**config.mk**
```make
export PLATFORM = sky130hd
export DESIGN_NAME = bus_break_unit
export DESIGN_NICKNAME = d
export VERILOG_FILES = /design/src/rtl/bbk_pkg.sv /design/src/rtl/bbk_regs.sv /design/src/rtl/bbk_chan_cmp.sv /design/src/rtl/bbk_seq.sv /design/src/rtl/bus_break_unit.sv
export SDC_FILE = /design/constraint.sdc
export NUM_CORES = 1
export LEC_CHECK = 0
export BUFFER_PORTS_ARGS = -buffer_cell sky130_fd_sc_hd__buf_2
export CORE_ASPECT_RATIO = 0.8
export CORE_MARGIN = 2
export CORE_UTILIZATION = 29
export CTS_CLUSTER_DIAMETER = 30
export DETAILED_ROUTE_END_ITERATION = 16
export GPL_TIMING_DRIVEN = 1
export PLACE_DENSITY = 0.53
export SYNTH_ARGS = -nofsm -noshare
export SYNTH_HDL_FRONTEND = slang
export SYNTH_SLANG_ARGS = --single-unit
```
**constraint.sdc**
```tcl
create_clock -name clk -period 3.8 [get_ports clk]
set_input_delay 0.57 -clock clk [delete_from_list [all_inputs] [get_ports clk]]
set_output_delay 0.57 -clock clk [all_outputs]
set_load 0.1 [all_outputs]
```
**src/rtl/bbk_pkg.sv**
```systemverilog
package bbk_pkg;

    localparam int ASID_W    = 8;
    localparam int SEL_W     = 4;
    localparam int NCH       = 2;
    localparam int CH_A      = 0;
    localparam int CH_B      = 1;
    localparam int SIZE_W    = 2;

    typedef enum logic [SIZE_W-1:0] {
        SZ_BYTE = 2'd0,
        SZ_WORD = 2'd1,
        SZ_LONG = 2'd2,
        SZ_LONX = 2'd3
    } bbk_size_e;

    // Attribute word, bit 0 is en
    typedef struct packed {
        logic [ASID_W-1:0] asid;
        logic              data_en;
        logic              size_en;
        logic [SIZE_W-1:0] size;
        logic              wr;
        logic              fetch;
        logic              dma;
        logic              en;
    } bbk_attr_t;

    // Control word, bit 0 is seq
    typedef struct packed {
        logic flag_b;
        logic flag_a;
        logic pre_exec;
        logic seq;
    } bbk_ctrl_t;

    localparam int ATTR_W = $bits(bbk_attr_t);
    localparam int CTRL_W = $bits(bbk_ctrl_t);

    typedef enum logic [SEL_W-1:0] {
        SEL_A_ADDR = 4'd0,
        SEL_A_AMSK = 4'd1,
        SEL_A_ATTR = 4'd2,
        SEL_B_ADDR = 4'd3,
        SEL_B_AMSK = 4'd4,
        SEL_B_ATTR = 4'd5,
        SEL_B_DATA = 4'd6,
        SEL_B_DMSK = 4'd7,
        SEL_CTRL   = 4'd8
    } bbk_sel_e;

endpackage

```
**src/rtl/bbk_regs.sv**
```systemverilog
module bbk_regs
    import bbk_pkg::*;
#(
    parameter int AW = 32,
    parameter int DW = 32,
    parameter int WW = 32
) (
    input  logic                         clk,
    input  logic                         rst_n,
    input  logic                         we,
    input  logic [SEL_W-1:0]             sel,
    input  logic [WW-1:0]                wdata,
    output logic [NCH-1:0][AW-1:0]       cmp_addr,
    output logic [NCH-1:0][AW-1:0]       cmp_amsk,
    output bbk_attr_t [NCH-1:0]          cmp_attr,
    output logic [DW-1:0]                cmp_data,
    output logic [DW-1:0]                cmp_dmsk,
    output logic                         seq_mode,
    output logic                         pre_exec,
    output logic                         ctrl_wr,
    output logic [1:0]                   ctrl_flags
);

    typedef struct packed {
        logic [NCH-1:0][AW-1:0] addr;
        logic [NCH-1:0][AW-1:0] amsk;
        bbk_attr_t [NCH-1:0]    attr;
        logic [DW-1:0]          data;
        logic [DW-1:0]          dmsk;
        logic                   seq;
        logic                   pre;
    } regs_t;

    regs_t     r_d, r_q;
    bbk_ctrl_t ctrl_w;

    always_comb begin
        r_d        = r_q;
        ctrl_w     = bbk_ctrl_t'(wdata[CTRL_W-1:0]);
        ctrl_wr    = 1'b0;
        if (we) begin
            case (sel)
                SEL_A_ADDR: r_d.addr[CH_A] = wdata[AW-1:0];
                SEL_A_AMSK: r_d.amsk[CH_A] = wdata[AW-1:0];
                SEL_A_ATTR: r_d.attr[CH_A] = bbk_attr_t'(wdata[ATTR_W-1:0]);
                SEL_B_ADDR: r_d.addr[CH_B] = wdata[AW-1:0];
                SEL_B_AMSK: r_d.amsk[CH_B] = wdata[AW-1:0];
                SEL_B_ATTR: r_d.attr[CH_B] = bbk_attr_t'(wdata[ATTR_W-1:0]);
                SEL_B_DATA: r_d.data       = wdata[DW-1:0];
                SEL_B_DMSK: r_d.dmsk       = wdata[DW-1:0];
                SEL_CTRL: begin
                    r_d.seq = ctrl_w.seq;
                    r_d.pre = ctrl_w.pre_exec;
                    ctrl_wr = 1'b1;
                end
                default: ;
            endcase
        end
        ctrl_flags = {ctrl_w.flag_b, ctrl_w.flag_a};
        cmp_addr   = r_q.addr;
        cmp_amsk   = r_q.amsk;
        cmp_attr   = r_q.attr;
        cmp_data   = r_q.data;
        cmp_dmsk   = r_q.dmsk;
        seq_mode   = r_q.seq;
        pre_exec   = r_q.pre;
    end

    always_ff @(posedge clk) begin
        if (!rst_n) r_q <= '0;
        else        r_q <= r_d;
    end

    // control settings only move on a write
    assert_ctrl_hold_R1: assert property (@(posedge clk) disable iff (!rst_n)
        !we |=> ($stable(seq_mode) && $stable(pre_exec)));

endmodule

```
**src/rtl/bbk_chan_cmp.sv**
```systemverilog
module bbk_chan_cmp
    import bbk_pkg::*;
#(
    parameter int AW       = 32,
    parameter int DW       = 32,
    parameter bit HAS_DATA = 1'b0
) (
    input  logic              clk,
    input  logic              rst_n,
    input  logic [AW-1:0]     cmp_addr,
    input  logic [AW-1:0]     cmp_amsk,
    input  bbk_attr_t         attr,
    input  logic [DW-1:0]     cmp_data,
    input  logic [DW-1:0]     cmp_dmsk,
    input  logic              bus_valid,
    input  logic [AW-1:0]     bus_addr,
    input  logic [ASID_W-1:0] bus_asid,
    input  logic              bus_dma,
    input  logic              bus_ifetch,
    input  logic              bus_write,
    input  logic [SIZE_W-1:0] bus_size,
    input  logic [DW-1:0]     bus_data,
    output logic              hit
);

    localparam int BYTE_W = 8;
    localparam int HALF_W = 16;

    logic [AW-1:0] cover_m;
    logic          addr_ok, asid_ok, kind_ok, size_ok, legal_ok, data_ok;

    always_comb begin
        cover_m = '0;
        case (bbk_size_e'(bus_size))
            SZ_BYTE: cover_m = '0;
            SZ_WORD: cover_m[0] = 1'b1;
            default: cover_m[1:0] = 2'b11;
        endcase
        addr_ok  = ((bus_addr ^ cmp_addr) & ~(cmp_amsk | cover_m)) == '0;
        asid_ok  = (bus_asid == attr.asid);
        kind_ok  = (bus_dma == attr.dma) && (bus_ifetch == attr.fetch)
                   && (bus_write == attr.wr);
        size_ok  = !attr.size_en || (bus_size == attr.size);
        legal_ok = !(attr.dma && attr.fetch);
    end

    generate
        if (HAS_DATA) begin : g_data
            logic [DW-1:0] lane_m;
            always_comb begin
                case (bbk_size_e'(bus_size))
                    SZ_BYTE: lane_m = {DW{1'b1}} << BYTE_W;
                    SZ_WORD: lane_m = {DW{1'b1}} << HALF_W;
                    default: lane_m = '0;
                endcase
                data_ok = !attr.data_en
                          || (((bus_data ^ cmp_data) & ~(cmp_dmsk | lane_m)) == '0);
            end
        end else begin : g_nodata
            logic data_unused;
            assign data_unused = ^{cmp_data, cmp_dmsk, bus_data, attr.data_en};
            assign data_ok     = 1'b1;
        end
    endgenerate

    assign hit = bus_valid && attr.en && legal_ok && addr_ok && asid_ok
                 && kind_ok && size_ok && data_ok;

    // identifier always agrees on a hit
    assert_asid_R4: assert property (@(posedge clk) disable iff (!rst_n)
        hit |-> (bus_asid == attr.asid));
    // no hit without an enabled channel and a live cycle
    assert_hit_live_R5: assert property (@(posedge clk) disable iff (!rst_n)
        hit |-> (bus_valid && attr.en && bus_write == attr.wr));
    // DMA plus fetch never hits
    assert_dma_fetch_R8: assert property (@(posedge clk) disable iff (!rst_n)
        (attr.dma && attr.fetch) |-> !hit);

endmodule

```
**src/rtl/bbk_seq.sv**
```systemverilog
module bbk_seq (
    input  logic       clk,
    input  logic       rst_n,
    input  logic       bus_valid,
    input  logic       hit_a,
    input  logic       hit_b,
    input  logic       a_fetch,
    input  logic       seq_mode,
    input  logic       pre_exec,
    input  logic       ctrl_wr,
    input  logic [1:0] ctrl_flags,
    output logic       brk_req,
    output logic       flag_a,
    output logic       flag_b,
    output logic       seq_armed
);

    typedef struct packed {
        logic a_seen;
        logic flag_a;
        logic flag_b;
        logic brk;
    } seq_t;

    seq_t s_d, s_q;
    logic pre_ok, seq_fire, fire;

    always_comb begin
        pre_ok   = pre_exec && a_fetch && hit_a && hit_b;
        seq_fire = hit_b && (s_q.a_seen || pre_ok);
        fire     = seq_mode ? seq_fire : (hit_a || hit_b);

        s_d      = s_q;
        s_d.brk  = fire;
        if (ctrl_wr) begin
            s_d.flag_a = ctrl_flags[0];
            s_d.flag_b = ctrl_flags[1];
        end
        if (seq_mode) begin
            if (seq_fire) begin
                s_d.flag_a = 1'b1;
                s_d.flag_b = 1'b1;
            end
        end else begin
            s_d.flag_a = s_d.flag_a || hit_a;
            s_d.flag_b = s_d.flag_b || hit_b;
        end

        if (ctrl_wr || !seq_mode || seq_fire) s_d.a_seen = 1'b0;
        else if (hit_a)                       s_d.a_seen = 1'b1;
    end

    always_ff @(posedge clk) begin
        if (!rst_n) s_q <= '0;
        else        s_q <= s_d;
    end

    assign brk_req   = s_q.brk;
    assign flag_a    = s_q.flag_a;
    assign flag_b    = s_q.flag_b;
    assign seq_armed = s_q.a_seen;

    // a break pulse always follows a valid cycle
    assert_brk_after_valid_R13: assert property (@(posedge clk) disable iff (!rst_n)
        brk_req |-> $past(bus_valid));
    // in sequential mode no break without a channel B hit
    assert_seq_needs_b_R10: assert property (@(posedge clk) disable iff (!rst_n)
        (seq_mode && !hit_b) |=> !brk_req);
    // a break leaves at least one flag set
    assert_flag_on_brk_R9: assert property (@(posedge clk) disable iff (!rst_n)
        brk_req |-> (flag_a || flag_b));
    // independent channel A hit sets its flag
    assert_ind_flag_a_R9: assert property (@(posedge clk) disable iff (!rst_n)
        (!seq_mode && hit_a) |=> flag_a);
    // a sequential break disarms the sequence
    assert_rearm_R12: assert property (@(posedge clk) disable iff (!rst_n)
        (brk_req && $past(seq_mode)) |-> !seq_armed);

endmodule

```
**src/rtl/bus_break_unit.sv**
```systemverilog
module bus_break_unit
    import bbk_pkg::*;
#(
    parameter int AW = 32,
    parameter int DW = 32
) (
    input  logic              clk,
    input  logic              rst_n,
    input  logic              cfg_we,
    input  logic [3:0]        cfg_sel,
    input  logic [31:0]       cfg_wdata,
    input  logic              bus_valid,
    input  logic [AW-1:0]     bus_addr,
    input  logic [7:0]        bus_asid,
    input  logic              bus_dma,
    input  logic              bus_ifetch,
    input  logic              bus_write,
    input  logic [1:0]        bus_size,
    input  logic [DW-1:0]     bus_data,
    output logic              brk_req,
    output logic              flag_a,
    output logic              flag_b,
    output logic              seq_armed
);

    localparam int WW = 32;

    logic [NCH-1:0][AW-1:0] cmp_addr, cmp_amsk;
    bbk_attr_t [NCH-1:0]    cmp_attr;
    logic [DW-1:0]          cmp_data, cmp_dmsk;
    logic                   seq_mode, pre_exec, ctrl_wr;
    logic [1:0]             ctrl_flags;
    logic [NCH-1:0]         hit;

    bbk_regs #(.AW(AW), .DW(DW), .WW(WW)) u_regs (
        .clk        (clk),
        .rst_n      (rst_n),
        .we         (cfg_we),
        .sel        (cfg_sel),
        .wdata      (cfg_wdata),
        .cmp_addr   (cmp_addr),
        .cmp_amsk   (cmp_amsk),
        .cmp_attr   (cmp_attr),
        .cmp_data   (cmp_data),
        .cmp_dmsk   (cmp_dmsk),
        .seq_mode   (seq_mode),
        .pre_exec   (pre_exec),
        .ctrl_wr    (ctrl_wr),
        .ctrl_flags (ctrl_flags)
    );

    generate
        for (genvar c = 0; c < NCH; c++) begin : g_ch
            bbk_chan_cmp #(.AW(AW), .DW(DW), .HAS_DATA(c == CH_B)) u_cmp (
                .clk        (clk),
                .rst_n      (rst_n),
                .cmp_addr   (cmp_addr[c]),
                .cmp_amsk   (cmp_amsk[c]),
                .attr       (cmp_attr[c]),
                .cmp_data   (cmp_data),
                .cmp_dmsk   (cmp_dmsk),
                .bus_valid  (bus_valid),
                .bus_addr   (bus_addr),
                .bus_asid   (bus_asid),
                .bus_dma    (bus_dma),
                .bus_ifetch (bus_ifetch),
                .bus_write  (bus_write),
                .bus_size   (bus_size),
                .bus_data   (bus_data),
                .hit        (hit[c])
            );
        end
    endgenerate

    bbk_seq u_seq (
        .clk        (clk),
        .rst_n      (rst_n),
        .bus_valid  (bus_valid),
        .hit_a      (hit[CH_A]),
        .hit_b      (hit[CH_B]),
        .a_fetch    (cmp_attr[CH_A].fetch),
        .seq_mode   (seq_mode),
        .pre_exec   (pre_exec),
        .ctrl_wr    (ctrl_wr),
        .ctrl_flags (ctrl_flags),
        .brk_req    (brk_req),
        .flag_a     (flag_a),
        .flag_b     (flag_b),
        .seq_armed  (seq_armed)
    );

endmodule

```
==> metrics.md, run 1 <==
| Metric | Value |
|---|---|
| Initial Utilization | `0.294` |
| Critical path data required time | `4.26 ns` |
| Peak supply drop | `284 uV` |
| Final hold viol count | `0` |
| Final Net Count | `1440` |
| Clock Root Buffer | `clkbuf_16` |
| Critical Path Source Type | `register` |
| Worst Skew | `0.0151 ns` |
| Worst-Margin Slew | `0.818 ns` |
| Vias in the first global route | `8248` |
| Yosys reg bits | `229` |
| DRT iter0 DRCs | `768` |
| Layout cells sized above 1 | `0.163` |
| Top post-synthesis cells by area | `dfxtp_1, nand2_1, a21boi_1` |
| Worst setup startpoint | `u_regs.cmp_data[20]` |
| PortBufs | `120` |
| DRC | `0` |
| Status | `complete, no violations` |
| Post-synth top area share | `0.449` |
| Setup violators final | `0` |
| Slew margin rel. | `0.455` |
| # resized after CTS | `0` |
| Core area | `0.0347 sq mm` |
| H-tree levels | `2` |
| Int Pwr | `5.37 mW` |
| Post-CTS Hold Buffers | `0` |
| Post-Route WL | `33000 um` |
| Register share of total power | `0.352` |
| DIE AREA | `0.0367 sq mm` |
| Num CTS Buffers | `47` |
| Clock transition at the registers of the reported paths | `0.05 ns` |
| Die X | `214 um` |
| Setup Buffers After CTS | `0` |
| Combinational fraction of design power | `0.061` |
| DRT antenna net count | `0` |
| Antenna Cells | `0` |
| Routed vias/inst | `4.76` |
| EDFF count, synth | `0` |
| Initial antenna violation count | `3` |
| Syn Nets | `1341` |
| Top FF cell, synth | `dfxtp_1` |
| Worst path cell trace | `xnor2_1 > o22ai_1 > nor4_1 > nand3_1 > a2111oi_4 > o21ai_1 > a21boi_1` |
| Fmax | `411 MHz` |
| GRT overflow | `0` |
| Tmin final | `2.43 ns` |
| Post-synthesis cell type count | `40` |
| Placed cell area | `0.0112 sq mm` |
| Static leakage | `4.57 nW` |
| Post-Syn Area per Cell | `8.35 sq um` |
| Final Max Tran Viols | `0` |
| Most numerous cell in the Yosys netlist | `nand2_1` |
| Net Sw Power | `1.61 mW` |
| Pwr dens | `544 mW/mm^2` |
| Maxcap violations | `0` |
| Total track usage | `0.182` |
| Die height | `172 um` |
| Total vias in the final route | `8714` |
| RR Startpoint | `u_regs.cmp_data[20]` |
| Crit Path Class | `reg2reg` |
| Cell taking the most area after synthesis | `dfxtp_1` |
| Clock network fraction of design power | `0.586` |
| Clock latency on the worst-skew pair | `0.53 ns` |
| CP Capture Type | `register` |
| Worst-path cell with the longest stage delay | `nor4_1` |
| First-pass GRT wire length | `49900 um` |
| Fin crit share | `0.640` |
| Routability Congestion | `0.780` |
| CP arrival | `2.90 ns` |
| Final Instance Area | `0.0128 sq mm` |
| Top-Level Pins | `121` |
| Area delta synth->final | `25.4%` |
| Final HPWL DP | `22400 um` |
| Largest stage delay, worst path | `0.62 ns` |
| CTS Buffer Depth | `3` |
| Seq/Total Area, Yosys | `0.449` |
| Avg WL per Cell | `18.0 um` |
| Pre-antenna DRT Iters | `5` |
| Row count | `61` |
| Hold crit path type | `in2reg` |
| Hold Crit Start | `cfg_wdata[20]` |
| Net Sw Frac | `0.231` |
| Mapped Cells | `1224` |
| Synthesized area | `0.0102 sq mm` |
| RSZ-0062 raised after global routing | `no` |
| Most frequent cells after synthesis | `nand2_1, dfxtp_1, a21boi_1, xnor2_1, clkbuf_1` |
| Largest net degree at the start of global routing | `93` |
| Critical path fanouts, max | `5` |
| Final setup TNS | `0 ns` |
| Clock sink count | `229` |
| CTS tree | `built` |
| FFs w/ async S/R, synth | `0` |
| Synth Warn # | `0` |
==> placed cells by master (no fill, tap or decap), drive strengths merged, types with 15 or more instances in the layout <==
cell type / n
a21boi: 211
buf: 137
clkbuf: 60
dfxtp: 229
mux2i: 19
nand2: 424
nor2b: 18
nor4: 15
o22ai: 42
xnor2: 103
xor2: 17
==> cell type report <==
cell class,count,area [sq um]
clock inverters,24,275
clock buffers,60,1310
inverters,4,15.0
repair buffers,137,731
flip-flops and latches,229,4580
fillers,3556,21900
multi-input cells,904,5300
well taps,472,591
==> critical path, delay by kind of cell (launching register included) <==
kind	cells	cell delay (ns)
and+or+nand+nor	2	0.88
xor gates and xnor gates	1	0.13
AOI/OAI and AO/OA	4	0.96
DFF	1	0.37
==> power by group through the flow <==
| stage | Sequential [mW] | Clock (mW) | Combinational [mW] |
|---|---|---|---|
| 3_3_place_gp | 2.50 | 0 | 0.429 |
| 6_report | 2.46 | 4.09 | 0.427 |
| 5_1_grt | 2.46 | 4.29 | 0.461 |
| 4_1_cts | 2.46 | 4.16 | 0.432 |
| 3_5_place_dp | 2.50 | 0 | 0.430 |
| 2_1_floorplan | 2.50 | 0 | 0.230 |
==> kinds of logic after synthesis <==
kind of cell,count (synthesis),share of synthesized area
XOR/XNOR,120,0.103
flip-flops,229,0.449
buffers and inverters,91,0.0336
AND/OR/NAND/NOR,494,0.200
AO/OA/AOI/OAI,271,0.196
multiplexers,19,0.0186
==> final timing paths <==
path | cells after the start | slack, ns | endpoint
hold / removal | 3 | 0.35 | u_regs.cmp_data[20]
hold reg to reg | 2 | 0.45 | u_regs.cmp_amsk[32]
setup / recovery | 7 | 1.37 | u_seq.flag_b
setup reg to reg | 7 | 1.37 | u_seq.flag_b
==> stage by stage <==
stage | hold WS [ns] | setup slack (ns) | utilization | std cells | power [mW]
6_report | 0.349 | 1.37 | 0.369 | 1830 | 6.97
5_1_grt | 0.345 | 1.17 | 0.369 | 1830 | 7.21
4_1_cts | 0.329 | 1.34 | 0.369 | 1830 | 7.04
3_5_place_dp | 0.445 | 1.01 | 0.323 | 1746 | 2.93
3_3_place_gp | 0.441 | 1.01 | 0.323 | 1746 | 2.93
2_1_floorplan | 0.434 | 1.61 | - | 1224 | 2.73
==> sequential cells by signal, summed over array words and instances, names as in the netlist <==
signal           cells
u_regs.cmp_amsk     64
u_seq.seq_armed      1
u_seq.flag_b         1
u_regs.cmp_dmsk     32
u_regs.cmp_data     32
u_seq.brk_req        1
u_regs.pre_exec      1
u_regs.cmp_addr     64
u_seq.flag_a         1
u_regs.cmp_attr     31
u_regs.seq_mode      1
==> per-layer routing <==
metal | up-vias | track usage | wire length, um
met1 | 4149 | 0.264 | 16300
met5 | - | 0 | 53
met2 | 247 | 0.270 | 14100
li1 | 4258 | - | -
met3 | 54 | 0.0365 | 1910
met4 | 6 | 0.0525 | 684
(Power assumes the default switching activity.)
==> run 2: changes to the inputs <==
PLACE_DENSITY = 0.55   (was 0.53)
clock period = 2.1 ns   (was 3.8 ns; I/O delays follow)
==> run 2 against run 1 <==
  * Non-clock buffer count rose by 34
  * Maximum frequency rose by 19%
  * Combinational power rose by 100%
  * Clock-buffer cell count rose by 3
  * Register-to-register slack got worse by 1.3 ns
  * Wire length rose by 1.6%
  * Clock power rose by 74%
==> metrics.md, run 2 (same netlist as run 1, synthesis figures left out) <==
| Metric | Value |
|---|---|
| Core area | `0.0347 sq mm (unchanged)` |
| FF+latch area | `0.00459 sq mm (was 0.00458 sq mm)` |
| CTS tree | `built (unchanged)` |
| Setup violators final | `0 (unchanged)` |
| Post-Route WL | `33500 um (was 33000 um)` |
| Clock latency on the worst-skew pair | `0.52 ns (was 0.53 ns)` |
| Fin crit share | `0.970 (was 0.640)` |
| Initial Utilization | `0.294 (unchanged)` |
| DRC | `0 (unchanged)` |
| H-tree levels | `2 (unchanged)` |
| Layout cells sized above 1 | `0.200 (was 0.163)` |
| Worst Skew | `0.0131 ns (was 0.0151 ns)` |
| Pre-antenna DRT Iters | `6 (was 5)` |
| Int Pwr | `9.61 mW (was 5.37 mW)` |
| Crit Path Class | `reg2reg (unchanged)` |
| Hold Path Stages | `3 (unchanged)` |
| FILL cells | `3497 (was 3556)` |
| Clock transition at the registers of the reported paths | `0.05 ns (about the same)` |
| Net Sw Frac | `0.227 (was 0.231)` |
| Vias in the first global route | `8399 (was 8248)` |
| Pwr dens | `934 mW/mm^2 (was 544 mW/mm^2)` |
| Largest net degree at the start of global routing | `62 (was 93)` |
| Most frequent cells in the layout | `nand2_1, dfxtp_1, a21boi_1, buf_2, xnor2_1 (unchanged)` |
| Critical path fanouts, max | `4 (was 5)` |
| DRT antenna net count | `0 (unchanged)` |
| Area of the multi-input gates | `0.00548 sq mm (was 0.00530 sq mm)` |
| Place WS | `-0.353 ns (was 1.01 ns)` |
| RSZ-0062 raised after global routing | `yes (was no)` |
| GRT overflow | `0 (unchanged)` |
| Die X | `214 um (unchanged)` |
| Maxcap violations | `0 (unchanged)` |
| PortBufs | `120 (unchanged)` |
| Net Sw Power | `2.82 mW (was 1.61 mW)` |
| Clock network fraction of design power | `0.573 (was 0.586)` |
| Avg WL per Cell | `18.0 um (about the same)` |
| Peak supply drop | `516 uV (was 284 uV)` |
| Final Max Tran Viols | `0 (unchanged)` |
| Register share of total power | `0.358 (was 0.352)` |
| Top-Level Pins | `121 (unchanged)` |
| Final Net Count | `1471 (was 1440)` |
| Placed cell area | `0.0116 sq mm (was 0.0112 sq mm)` |
| Area delta synth->final | `30.2% (was 25.4%)` |
| DRT iter0 DRCs | `621 (was 768)` |
| Die height | `172 um (unchanged)` |
| Total power | `12.4 mW (was 6.97 mW)` |
| Critical path data required time | `2.57 ns (was 4.26 ns)` |
| Row count | `61 (unchanged)` |
| CTS Buffer Depth | `3 (unchanged)` |
| Routability Congestion | `0.781 (was 0.780)` |
| Clock Root Buffer | `clkbuf_16 (unchanged)` |
| R2R cell count | `8 (was 7)` |
| First-pass GRT wire length | `50200 um (was 49900 um)` |
| Fmax | `491 MHz (was 411 MHz)` |
| CP arrival | `2.51 ns (was 2.90 ns)` |
| CP Capture Type | `register (unchanged)` |
| Routed vias/inst | `4.73 (was 4.76)` |
| Total vias in the final route | `8819 (was 8714)` |
| Num CTS Buffers | `44 (was 47)` |
| Final hold slack | `0.0865 ns (was 0.349 ns)` |
| Setup Buffers After CTS | `0 (unchanged)` |
| Hold crit path type | `in2reg (unchanged)` |
| Final HPWL DP | `22800 um (was 22400 um)` |
| Final hold viol count | `0 (unchanged)` |
| Worst-Margin Slew | `0.628 ns (was 0.818 ns)` |
| Combinational fraction of design power | `0.069 (was 0.061)` |
| Tmin final | `2.04 ns (was 2.43 ns)` |
| Critical Path Source Type | `register (unchanged)` |
| Static leakage | `4.84 nW (was 4.57 nW)` |
| Clock sink count | `229 (unchanged)` |
| Status | `complete, no violations (unchanged)` |
| Slew margin rel. | `0.579 (was 0.455)` |
| Most common cell after layout, fill and taps aside | `nand2_1 (unchanged)` |
| Initial antenna violation count | `3 (unchanged)` |
| Total track usage | `0.184 (was 0.182)` |
| Setup ws final | `0.0636 ns (was 1.37 ns)` |
| DIE AREA | `0.0367 sq mm (unchanged)` |
| Final Instance Area | `0.0133 sq mm (was 0.0128 sq mm)` |
## run 2: path summary, 6_finish.rpt
check | start | end | slack, ns
worst max-delay path | u_regs.cmp_addr[36] | u_seq.flag_a | 0.06
worst min-delay path | cfg_wdata[24] | u_regs.cmp_addr[24] | 0.09
worst max register to register | u_regs.cmp_addr[36] | u_seq.flag_a | 0.06
worst min register to register | u_regs.cmp_dmsk[17] | u_regs.cmp_dmsk[17] | 0.45
## run 2: power by group through the flow
| stage | registers, mW | logic, mW | clock network [mW] |
|---|---|---|---|
| 2_1_floorplan | 4.52 | 0.416 | 0 |
| 3_3_place_gp | 4.53 | 0.827 | 0 |
| 3_5_place_dp | 4.53 | 0.831 | 0 |
| 4_1_cts | 4.44 | 0.846 | 7.26 |
| 5_1_grt | 4.45 | 0.921 | 7.50 |
| 6_report | 4.45 | 0.855 | 7.12 |
## run 2: through the flow
| step | instances | TNS (ns) | util |
|---|---|---|---|
| floorplan | 1224 | 0 | - |
| global placement | 1781 | -1.38 | 0.334 |
| detailed placement | 1781 | -1.35 | 0.334 |
| CTS | 1861 | 0 | 0.380 |
| global route | 1861 | -0.187 | 0.383 |
| finish | 1863 | 0 | 0.383 |
## run 2: timing repair
item | 4_1_cts | 5_1_grt
pin swaps | 11 | 8
hold buffers | 0 | 0
endpoints found under the setup margin | 4 | 4
gates resized for setup | 14 | 17
hold endpoints to repair | 0 | 0
## run 2: area by class of cell
cell class | instances | area share
antenna | 2 | 0.000376
clock buffer | 63 | 0.0965
clock inverter | 18 | 0.0169
inverter | 4 | 0.00113
multi-input combinational | 904 | 0.412
sequential | 229 | 0.345
tap | 472 | 0.0444
timing repair buffer | 171 | 0.0835
## run 2: routing by layer
metal	global-route usage	wire, um	up-vias
li1	-	-	4314
met1	0.264	16000	4217
met2	0.278	14700	254
met3	0.0385	2340	34
met4	0.0468	548	0
met5	0	0	-
## run 2: critical path, cell delays in order (launching register included)
cell       delay [ns]
dfxtp_1          0.33
xnor2_2          0.20
o22ai_1          0.12
nor4_2           0.35
buf_4            0.19
nand4_1          0.13
a2111oi_4        0.34
buf_4            0.19
a211o_1          0.11
==> run 3: changes to the inputs <==
PLACE_DENSITY = 0.53   (was 0.55)
clock period = 2 ns   (was 2.1 ns; I/O delays follow)
==> run 3 against run 2 <==
  * The run now ends with negative setup slack left
  * Die area is the same
  * Global-route usage about the same
  * Wire length shrank 0.15%
  * Clock skew is 0.0032 ns higher
  * Design area is 1.3% higher
  * Setup slack worse by 0.16 ns
  * Via count up 0.14%
  * Final cell count rose by 0.59%
  * Highest routed layer is now met5
==> metrics.md, run 3 (same netlist as run 1, synthesis figures left out) <==
| Metric | Value |
|---|---|
| Status | `complete, but fails checks (was complete, no violations)` |
| Violated checks | `negative setup slack` |
| Core area | `0.0347 sq mm (unchanged)` |
| Hold Crit Start | `cfg_wdata[24] (unchanged)` |
| FILL cells | `3529 (was 3497)` |
| Pwr dens | `1040 mW/mm^2 (was 934 mW/mm^2)` |
| Layout cells sized above 1 | `0.205 (was 0.200)` |
| DRT antenna net count | `0 (unchanged)` |
| Core Util, Final | `0.388 (was 0.383)` |
| Final hold slack | `0.0523 ns (was 0.0865 ns)` |
| Top-Level Pins | `121 (unchanged)` |
| Critical path fanouts, max | `4 (unchanged)` |
| Static leakage | `4.91 nW (was 4.84 nW)` |
| Area delta synth->final | `31.9% (was 30.2%)` |
| Clock sink count | `229 (unchanged)` |
| Post-Route WL | `33500 um (about the same)` |
| Largest stage delay, worst path | `0.54 ns (was 0.35 ns)` |
| Setup violators final | `4 (was 0)` |
| Final setup TNS | `-0.340 ns (was 0 ns)` |
| Worst Skew | `0.0163 ns (was 0.0131 ns)` |
| DRT iter0 DRCs | `523 (was 621)` |
| Final Max Tran Viols | `0 (unchanged)` |
| Final HPWL DP | `22600 um (was 22800 um)` |
| CTS tree | `built (unchanged)` |
| PortBufs | `120 (unchanged)` |
| Most common cell after layout, fill and taps aside | `nand2_1 (unchanged)` |
| Largest net degree at the start of global routing | `103 (was 62)` |
| Post-Place Cells | `1782 (was 1781)` |
| DRC | `0 (unchanged)` |
| Total vias in the final route | `8831 (was 8819)` |
| Vias in the first global route | `8447 (was 8399)` |
| Clock latency on the worst-skew pair | `0.56 ns (was 0.52 ns)` |
| Most frequent cells in the layout | `nand2_1, dfxtp_1, a21boi_1, buf_2, xnor2_1 (unchanged)` |
| CP Capture Type | `register (unchanged)` |
| Avg WL per Cell | `17.9 um (was 18.0 um)` |
| DR WL met2 | `14600 um (was 14700 um)` |
| Hold Path Stages | `3 (unchanged)` |
| Fin crit share | `1.05 (was 0.970)` |
| Fmax | `477 MHz (was 491 MHz)` |
| R2R cell count | `7 (was 8)` |
| Clock Root Buffer | `clkbuf_16 (unchanged)` |
| Met1 wire length | `16800 um (was 16000 um)` |
| Num CTS Buffers | `50 (was 44)` |
| Routed vias/inst | `4.71 (was 4.73)` |
| Antenna Cells | `0 (was 2)` |
| R2R Path End | `u_seq.seq_armed (was u_seq.flag_a)` |
| RR Startpoint | `u_regs.cmp_attr[24] (was u_regs.cmp_addr[36])` |
| Setup ws final | `-0.0962 ns (was 0.0636 ns)` |
| Tmin final | `2.10 ns (was 2.04 ns)` |
| DIE AREA | `0.0367 sq mm (unchanged)` |
| Worst path cell trace | `xor2_1 > or4_4 > nor4_2 > nand4_1 > a2111oi_4 > buf_4 > a21oi_2 (was xnor2_2 > o22ai_1 > nor4_2 > buf_4 > nand4_1 > a2111oi_4 > buf_4 > a211o_1)` |
| Critical path data required time | `2.43 ns (was 2.57 ns)` |
| Worst-path cell with the longest stage delay | `or4_4 (was nor4_2)` |
| Pre-antenna DRT Iters | `7 (was 6)` |
| Initial Utilization | `0.294 (unchanged)` |
| DR top layer | `met5 (was met4)` |
| Initial antenna violation count | `3 (unchanged)` |
| GRT overflow | `0 (unchanged)` |
| Die height | `172 um (unchanged)` |
| Crit Path Class | `reg2reg (unchanged)` |
| CP arrival | `2.52 ns (was 2.51 ns)` |
| Min-Delay Endpoint | `u_regs.cmp_amsk[56] (was u_regs.cmp_addr[24])` |
| Die X | `214 um (unchanged)` |
| Peak supply drop | `547 uV (was 516 uV)` |
| R2r setup slk | `-0.1 ns (was 0.06 ns)` |
| Final Net Count | `1479 (was 1471)` |
| Row count | `61 (unchanged)` |
| Total track usage | `0.184 (about the same)` |
| Slew margin rel. | `0.654 (was 0.579)` |
| Met3 wire len | `1720 um (was 2340 um)` |
| Routability Congestion | `0.794 (was 0.781)` |
| CTS Buffer Depth | `3 (unchanged)` |
| H-tree levels | `2 (unchanged)` |
| Clock transition at the registers of the reported paths | `0.05 ns (about the same)` |
| Final Non-Filler Cells | `1874 (was 1863)` |
| Final hold viol count | `0 (unchanged)` |
| Maxcap violations | `0 (unchanged)` |
| Critical Path Source Type | `register (unchanged)` |
| FF+latch area | `0.00459 sq mm (about the same)` |
| First-pass GRT wire length | `50600 um (was 50200 um)` |
| Area of the multi-input gates | `0.00541 sq mm (was 0.00548 sq mm)` |
| Worst-Margin Slew | `0.516 ns (was 0.628 ns)` |
| RSZ-0062 raised after global routing | `yes (unchanged)` |
| Hold crit path type | `in2reg (unchanged)` |
-- run 3: cell count changes in the layout (fill, tap and decap cells not counted), sizes merged --
cell / change
buf: +2
clkbuf: -4
clkinvlp: +6
bufinv: +2
diode: -2
clkinv: +3
inv: +4
-- run 3: cell type report --
class / count / share of cell area
tap: 472 / 0.0438
multi-input combinational: 904 / 0.401
timing repair buffer: 173 / 0.0836
sequential: 229 / 0.341
clock inverter: 33 / 0.0313
clock buffer: 59 / 0.0983
inverter: 4 / 0.00111
-- run 3: critical path, delay by kind of cell, from the launching register on --
family / cells / cell delay (ns)
AO/OA/AOI/OAI: 2 / 0.44
buffers and inverters: 1 / 0.19
flip-flops: 1 / 0.32
AND/OR/NAND/NOR: 3 / 0.87
XOR/XNOR: 1 / 0.15
-- run 3: how the worst max path moves through the flow --
stage,start,end,depth (start not counted)
3_3_place_gp,bus_data[23],u_seq.seq_armed,10
3_5_place_dp,bus_data[23],u_seq.seq_armed,10
5_1_grt,u_regs.cmp_addr[22],u_seq.flag_b,8
4_1_cts,u_regs.cmp_data[19],u_seq.seq_armed,9
6_report,u_regs.cmp_attr[24],u_seq.seq_armed,7
2_1_floorplan,u_regs.cmp_attr[27],u_seq.flag_b,7
-- run 3: metal layers --
metal  track usage  up-vias
met4        0.0432        2
met3        0.0381       39
met5             0        -
li1              -     4342
met1         0.262     4253
met2         0.282      195
-- run 3: per-stage QoR --
stage | power, mW | area [sq um] | setup slack (ns)
floorplan | 5.19 | 10200 | 0.0565
global placement | 5.62 | 11600 | -0.546
detailed placement | 5.62 | 11600 | -0.473
CTS | 14.2 | 13500 | -0.151
global route | 14.5 | 13500 | -0.249
finish | 14.0 | 13500 | -0.0962
-- run 3: power breakdown --
group	internal (mW)	total [mW]	switching (mW)
Clock	5.67	8.47	2.80
Combinational	0.377	0.881	0.505
Sequential	4.63	4.67	0.0345
Total	10.7	14.0	3.34
-- run 3: what timing repair did --
action                                  in CTS  in global routing
hold buffers                                 0                  0
endpoints found under the setup margin       4                  4
setup buffers                                1                  0
gates resized for setup                     17                  5
pin swaps                                   14                 10
